==> config.mk <==
export PLATFORM = sky130hd
export DESIGN_NAME = pt_walker
export DESIGN_NICKNAME = d
export VERILOG_FILES = /design/src/rtl/pt_walker_pkg.sv /design/src/rtl/pt_walker_geom.sv /design/src/rtl/pt_walker_canon.sv /design/src/rtl/pt_walker_perm.sv /design/src/rtl/pt_walker.sv
export SDC_FILE = /design/constraint.sdc
export NUM_CORES = 1
export LEC_CHECK = 0
export BUFFER_PORTS_ARGS = -buffer_cell sky130_fd_sc_hd__buf_2
export CORE_MARGIN = 2
export CORE_UTILIZATION = 51
export DETAILED_ROUTE_END_ITERATION = 8
export MAX_ROUTING_LAYER = met4
export PLACE_DENSITY = 0.83
export SLEW_MARGIN = 30
export SYNTH_ARGS = -nofsm -noshare
export SYNTH_HDL_FRONTEND = slang
export SYNTH_SLANG_ARGS = --single-unit
==> constraint.sdc <==
create_clock -name clk -period 9.1 [get_ports clk]
set_input_delay 0.91 -clock clk [delete_from_list [all_inputs] [get_ports clk]]
set_output_delay 0.91 -clock clk [all_outputs]
set_load 0.005 [all_outputs]
==> src/rtl/pt_walker_pkg.sv <==
package pt_walker_pkg;
  localparam int PG_SHIFT = 12;
  localparam int PPN_LSB  = 10;
  // entry flag positions
  localparam int F_V = 0;
  localparam int F_R = 1;
  localparam int F_W = 2;
  localparam int F_X = 3;
  localparam int F_U = 4;
  localparam int F_A = 5;
  localparam int F_D = 6;

  typedef enum logic [1:0] {
    SCH_NONE = 2'd0,
    SCH_2L   = 2'd1,
    SCH_3L   = 2'd2,
    SCH_4L   = 2'd3
  } scheme_e;

  typedef enum logic [1:0] {
    ACC_LOAD  = 2'd0,
    ACC_STORE = 2'd1,
    ACC_FETCH = 2'd2,
    ACC_RSVD  = 2'd3
  } access_e;

  typedef struct packed {
    logic       ok;
    logic [2:0] levels;
    logic [3:0] idx_bits;
    logic       wide;
    logic [6:0] va_bits;
  } geom_t;
endpackage

==> src/rtl/pt_walker_geom.sv <==
module pt_walker_geom
  import pt_walker_pkg::*;
(
  input  scheme_e scheme,
  output geom_t   geom
);
  logic [2:0] lv;
  logic [3:0] ib;
  logic       wd;
  logic       ok;

  always_comb begin
    ok = 1'b1;
    lv = 3'd0;
    ib = 4'd0;
    wd = 1'b0;
    case (scheme)
      SCH_2L: begin lv = 3'd2; ib = 4'd10; wd = 1'b0; end
      SCH_3L: begin lv = 3'd3; ib = 4'd9;  wd = 1'b1; end
      SCH_4L: begin lv = 3'd4; ib = 4'd9;  wd = 1'b1; end
      default: ok = 1'b0;
    endcase
    geom.ok       = ok;
    geom.levels   = lv;
    geom.idx_bits = ib;
    geom.wide     = wd;
    geom.va_bits  = 7'(PG_SHIFT) + 7'(lv) * 7'(ib);
  end
endmodule

==> src/rtl/pt_walker_canon.sv <==
module pt_walker_canon #(
  parameter int XLEN = 64
) (
  input  logic [XLEN-1:0] vaddr,
  input  logic [6:0]      va_bits,
  output logic            ok
);
  logic [XLEN-1:0] upper_mask;
  logic [XLEN-1:0] upper;

  assign upper_mask = ~((XLEN'(1) << (va_bits - 7'd1)) - XLEN'(1));
  assign upper      = vaddr & upper_mask;
  assign ok         = (upper == '0) || (upper == upper_mask);
endmodule

==> src/rtl/pt_walker_perm.sv <==
module pt_walker_perm
  import pt_walker_pkg::*;
(
  input  logic [7:0] flags,
  input  logic       supervisor,
  input  access_e    access,
  output logic       granted
);
  logic need;

  always_comb begin
    case (access)
      ACC_LOAD:  need = flags[F_R];
      ACC_STORE: need = flags[F_W];
      ACC_FETCH: need = flags[F_X];
      default:   need = 1'b0;
    endcase
    granted = need && (supervisor || flags[F_U]);
  end
endmodule

==> src/rtl/pt_walker.sv <==
module pt_walker
  import pt_walker_pkg::*;
#(
  parameter int          XLEN      = 64,
  parameter logic [63:0] MEM_BYTES = 64'h0000_0001_0000_0000
) (
  input  logic            clk,
  input  logic            rst,
  input  logic            req_valid,
  output logic            req_ready,
  input  logic [XLEN-1:0] req_vaddr,
  input  logic [1:0]      req_scheme,
  input  logic            req_supervisor,
  input  logic [1:0]      req_access,
  input  logic [XLEN-1:0] root_base,
  output logic            mem_req_valid,
  input  logic            mem_req_ready,
  output logic            mem_req_we,
  output logic            mem_req_wide,
  output logic [XLEN-1:0] mem_req_addr,
  output logic [31:0]     mem_req_wdata,
  input  logic            mem_rsp_valid,
  input  logic [XLEN-1:0] mem_rsp_rdata,
  output logic            rsp_valid,
  output logic            rsp_fault,
  output logic [XLEN-1:0] rsp_base
);
  localparam int              SH_W    = 6;
  localparam logic [XLEN-1:0] MEM_LIM = XLEN'(MEM_BYTES);

  typedef enum logic [3:0] {
    S_IDLE, S_START, S_ADDR, S_RD, S_RWAIT, S_DEC, S_WR, S_WWAIT
  } state_e;

  state_e          st;
  logic [XLEN-1:0] va;
  scheme_e         sch;
  logic            sup;
  access_e         acc;
  logic [XLEN-1:0] base;
  logic [SH_W-1:0] shift;
  logic [2:0]      lvl_left;
  logic [XLEN-1:0] pte;
  logic [XLEN-1:0] ent_addr;
  logic [XLEN-1:0] pg_base;

  geom_t           geom;
  logic            canon_ok;
  logic            granted;
  logic [XLEN-1:0] idx;
  logic [XLEN-1:0] ent_addr_n;
  logic [XLEN-1:0] ppn;
  logic [XLEN-1:0] span_mask;
  logic [XLEN-1:0] leaf_base;
  logic            is_table;

  pt_walker_geom u_geom (
    .scheme (sch),
    .geom   (geom)
  );

  pt_walker_canon #(.XLEN(XLEN)) u_canon (
    .vaddr   (va),
    .va_bits (geom.va_bits),
    .ok      (canon_ok)
  );

  pt_walker_perm u_perm (
    .flags      (pte[7:0]),
    .supervisor (sup),
    .access     (acc),
    .granted    (granted)
  );

  assign idx        = (va >> (7'(PG_SHIFT) + 7'(shift))) &
                      ((XLEN'(1) << geom.idx_bits) - XLEN'(1));
  assign ent_addr_n = base + (idx << (geom.wide ? 3 : 2));
  assign ppn        = pte >> PPN_LSB;
  assign span_mask  = (XLEN'(1) << shift) - XLEN'(1);
  assign leaf_base  = (ppn | ((va >> PG_SHIFT) & span_mask)) << PG_SHIFT;
  assign is_table   = pte[F_V] && !pte[F_R] && !pte[F_W] && !pte[F_X];
  assign req_ready  = (st == S_IDLE);

  always_ff @(posedge clk) begin
    if (rst) begin
      st            <= S_IDLE;
      va            <= '0;
      sch           <= SCH_NONE;
      sup           <= 1'b0;
      acc           <= ACC_LOAD;
      base          <= '0;
      shift         <= '0;
      lvl_left      <= '0;
      pte           <= '0;
      ent_addr      <= '0;
      pg_base       <= '0;
      mem_req_valid <= 1'b0;
      mem_req_we    <= 1'b0;
      mem_req_wide  <= 1'b0;
      mem_req_addr  <= '0;
      mem_req_wdata <= '0;
      rsp_valid     <= 1'b0;
      rsp_fault     <= 1'b0;
      rsp_base      <= '0;
    end else begin
      rsp_valid <= 1'b0;
      case (st)
        S_IDLE: begin
          if (req_valid) begin
            va   <= req_vaddr;
            sch  <= scheme_e'(req_scheme);
            sup  <= req_supervisor;
            acc  <= access_e'(req_access);
            base <= root_base;
            st   <= S_START;
          end
        end
        S_START: begin
          if (!geom.ok || !canon_ok) begin
            rsp_valid <= 1'b1;
            rsp_fault <= 1'b1;
            rsp_base  <= '0;
            st        <= S_IDLE;
          end else begin
            shift    <= SH_W'(geom.levels - 3'd1) * SH_W'(geom.idx_bits);
            lvl_left <= geom.levels;
            st       <= S_ADDR;
          end
        end
        S_ADDR: begin
          if (ent_addr_n >= MEM_LIM) begin
            rsp_valid <= 1'b1;
            rsp_fault <= 1'b1;
            rsp_base  <= '0;
            st        <= S_IDLE;
          end else begin
            ent_addr      <= ent_addr_n;
            mem_req_valid <= 1'b1;
            mem_req_we    <= 1'b0;
            mem_req_wide  <= geom.wide;
            mem_req_addr  <= ent_addr_n;
            st            <= S_RD;
          end
        end
        S_RD: begin
          if (mem_req_ready) begin
            mem_req_valid <= 1'b0;
            st            <= S_RWAIT;
          end
        end
        S_RWAIT: begin
          if (mem_rsp_valid) begin
            pte <= geom.wide ? mem_rsp_rdata : XLEN'(mem_rsp_rdata[31:0]);
            st  <= S_DEC;
          end
        end
        S_DEC: begin
          if (!pte[F_V] || (is_table && lvl_left == 3'd1) ||
              (!is_table && !granted)) begin
            rsp_valid <= 1'b1;
            rsp_fault <= 1'b1;
            rsp_base  <= '0;
            st        <= S_IDLE;
          end else if (is_table) begin
            base     <= ppn << PG_SHIFT;
            shift    <= shift - SH_W'(geom.idx_bits);
            lvl_left <= lvl_left - 3'd1;
            st       <= S_ADDR;
          end else begin
            pg_base       <= leaf_base;
            mem_req_valid <= 1'b1;
            mem_req_we    <= 1'b1;
            mem_req_wide  <= 1'b0;
            mem_req_addr  <= ent_addr;
            mem_req_wdata <= pte[31:0] | (32'd1 << F_A) |
                             ((acc == ACC_STORE) ? (32'd1 << F_D) : 32'd0);
            st            <= S_WR;
          end
        end
        S_WR: begin
          if (mem_req_ready) begin
            mem_req_valid <= 1'b0;
            st            <= S_WWAIT;
          end
        end
        S_WWAIT: begin
          if (mem_rsp_valid) begin
            rsp_valid  <= 1'b1;
            mem_req_we <= 1'b0;
            if (pg_base >= MEM_LIM) begin
              rsp_fault <= 1'b1;
              rsp_base  <= '0;
            end else begin
              rsp_fault <= 1'b0;
              rsp_base  <= pg_base;
            end
            st <= S_IDLE;
          end
        end
        default: st <= S_IDLE;
      endcase
    end
  end
endmodule

==> impl_metrics.env <==
export IMPL_status="complete, no violations"
export IMPL_path_clk_slew_ns=0.07
export IMPL_htreeDepth=2
export IMPL_clk_latency_ns=0.64
export IMPL_nets=4068
export IMPL_tightestPinTransition_ns=0.976
export IMPL_maxCapViolations=0
export IMPL_wl_per_cell_um=21.6
export IMPL_hold_depth=2
export IMPL_hp_class="reg2reg"
export IMPL_grt_max_degree=113
export IMPL_grtUsageMet3=0.0602
export IMPL_synth_top_area_share=0.350
export IMPL_route_antenna_remaining_nets=0
export IMPL_gp_congestion=1.05
export IMPL_die_area_sq_mm=0.0549
export IMPL_finalCritPeriodShare=0.847
export IMPL_ff2ff_setup_slack_ns=1.39
export IMPL_layout_drive_gt1_share=0.150
export IMPL_drc=0
export IMPL_relSlewSlack=0.349
export IMPL_p_leak_nw=12.3
export IMPL_cts_resized=0
export IMPL_post_cts_buffers=0
export IMPL_area_delta_synth_final_pct=13.8
export IMPL_use_met2=0.540
export IMPL_crit_path_end_kind="flop"
export IMPL_ys_async_sr_fraction=0
export IMPL_grt_use_met1=0.448
export IMPL_p_per_area_mw_per_mm2=163
export IMPL_cts_sinks=473
export IMPL_synthTopCellsByArea="dfxtp_1, nand2_1, a21oi_1, nor2_1, clkbuf_1"
export IMPL_synth_ff_type="dfxtp_1"
export IMPL_route_final_wire_length_um=97900
export IMPL_total_power_mw=5.03
export IMPL_min_to="mem_req_wdata[10]"
export IMPL_fmax_mhz=130
export IMPL_rows=84
export IMPL_fin_skew_ns=0.0406
export IMPL_period_needed_ns=7.71
export IMPL_antenna_found_initial=8
export IMPL_ys_top_cells_by_count="nand2_1, dfxtp_1, a21oi_1"
export IMPL_yosys_area_top_type="dfxtp_1"
export IMPL_grt_pass1_wl_um=147000
export IMPL_grt_overflow=0
export IMPL_ys_seq_area_frac=0.350
export IMPL_drt_vias_per_instance=6.26
export IMPL_root_buffer="clkbuf_16"
export IMPL_initial_core_util=0.515
export IMPL_syn_inst=3624
export IMPL_r2r_end="mem_req_addr[29]"
export IMPL_die_y_um=234
export IMPL_yosysMostFrequentCell="nand2_1"
export IMPL_cts_tree="done"
export IMPL_tns_ns=0
export IMPL_min_from="mem_req_wdata[10]"
export IMPL_crit_type="reg2reg"
export IMPL_worstRegToRegCells=24
export IMPL_dr_first_iter_drc_count=2853
export IMPL_syn_avg_cell_area_sq_um=7.47
export IMPL_die_w_um=234
export IMPL_ys_ff_latch=473
export IMPL_grt_pass1_vias=25500
export IMPL_portBuffers=350
export IMPL_yosys_cell_types_count=82
export IMPL_maxSlewViolCount=0
export IMPL_rsz0062_at_grt="false"
export IMPL_hold_viol_final=0
export IMPL_yosysWarnings=0
export IMPL_grt_busiest_layer="met2"
export IMPL_r2r_start="shift[1]"
export IMPL_crit_fanout=95
export IMPL_placeableCoreArea_sq_mm=0.0526
export IMPL_numCtsBuffers=48
export IMPL_cp_arrival_ns=8.15
export IMPL_drtPass1Iterations=6
export IMPL_clockBufferDepth=3
export IMPL_critPathLaunchType="flop"
export IMPL_num_vias=28300
export IMPL_synth_edf_count=0
export IMPL_setup_violations=0
export IMPL_synth_cell_area_sq_mm=0.0271
export IMPL_grtUsageTotal=0.355
export IMPL_crit_required_ns=9.55
export IMPL_ir_worst_vdd_mv=0.144
export IMPL_dp_hpwl_um=72100
export IMPL_holdBufCountCts=0
export IMPL_pin_count=368
## critical path: stages, from the launching register on
cell and delay [ns]:
dfxtp_2 0.74, buf_4 0.43, mux2_2 0.39, o21ai_0 0.23
nor2_1 0.06, a31oi_1 0.32, nor2_1 0.23, nand2_1 0.13
o21ai_0 0.19, nor2_1 0.16, a21oi_1 0.06, ha_1 0.54
nand2_1 0.21, nor4_1 0.72, nand3_1 0.27, a21oi_1 0.30
o31a_1 0.17, o22ai_1 0.07, nor4_1 0.32, nand4_1 0.18
nor4_2 0.41, nand4_1 0.32, buf_4 0.46, a211oi_1 0.37
a211oi_1 0.08
## state kept, by name (all words and copies together) (netlist names), 3 cells and up
register       cells
ent_addr          64
pg_base           52
rsp_base          52
va                62
lvl_left           3
base              64
st                 3
shift              6
mem_req_wdata     32
pte               61
mem_req_addr      64
## routing by layer
layer | wire, um | vias to the layer above
met5 | 0 | -
met4 | 6220 | 0
met3 | 8700 | 318
met2 | 43300 | 1441
met1 | 39700 | 13200
li1 | - | 13400
## through the flow
stage	hold slack (ns)	cells	setup slack, ns	util	cell area, sq um
after global routing	0.471	4529	0.929	0.586	30800
after CTS	0.452	4522	1.57	0.585	30800
after detailed placement	0.443	4432	1.58	0.552	29000
final	0.450	4530	1.39	0.586	30800
after floorplan	0.432	3644	2.65	-	27100
after global placement	0.438	4432	1.67	0.551	29000
## kinds of logic (layout without fill, tap and decap cells)
family	Yosys count	in the layout	share of synthesized area
multiplexers	101	101	0.0550
adder cells (fa/ha/maj)	73	73	0.0342
buffers and inverters	364	554	0.0543
XOR/XNOR	42	42	0.0136
AND/OR/NAND/NOR	1561	1561	0.261
other	2	30	0.000278
AO/OA/AOI/OAI	1008	1008	0.231
flip-flops	473	473	0.350
## how the worst max path moves through the flow
| stage | start | to | slack (ns) | cells past startpoint |
|---|---|---|---|---|
| finish | shift[1] | mem_req_addr[29] | 1.39 | 24 |
| global route | shift[1] | mem_req_addr[10] | 0.93 | 24 |
| CTS | shift[1] | rsp_base[24] | 1.57 | 23 |
| detailed placement | shift[1] | rsp_base[24] | 1.58 | 23 |
| global placement | shift[1] | rsp_base[21] | 1.67 | 23 |
| floorplan | shift[0] | rsp_base[21] | 2.65 | 27 |
## where the power goes
group	internal [mW]	switching (mW)	total, mW
logic	0.222	0.399	0.621
registers	2.12	0.0800	2.20
clock network	1.28	0.925	2.21
## cell usage in the layout (no fill, tap or decap), drive strengths merged, types with 22 or more instances in the layout
cell    synthesis  routed
nand2         718     718
dfxtp         473     473
a21oi         404     404
buf            51     399
nor2          318     318
o21ai         206     206
nand3         114     114
a211oi        113     113
and3          101     101
nor3           79      79
ha             70      70
nand4          66      66
inv            64      65
a311oi         63      63
clkbuf        248      60
mux2i          52      52
nor4           43      43
mux4           37      37
xnor2          29      29
a31o           23      23
o31ai          22      22
conb            2      22
## layout make-up
cell class / count / area [sq um]
clock inverter: 30 / 435
antenna: 8 / 20.0
fill: 4943 / 21800
timing repair buffer: 399 / 2150
multi-input combinational: 2807 / 16300
inverter: 65 / 245
clock buffer: 60 / 1340
sequential: 473 / 9470
tap: 688 / 861
Note: power is estimated with default switching activity, not from simulation.
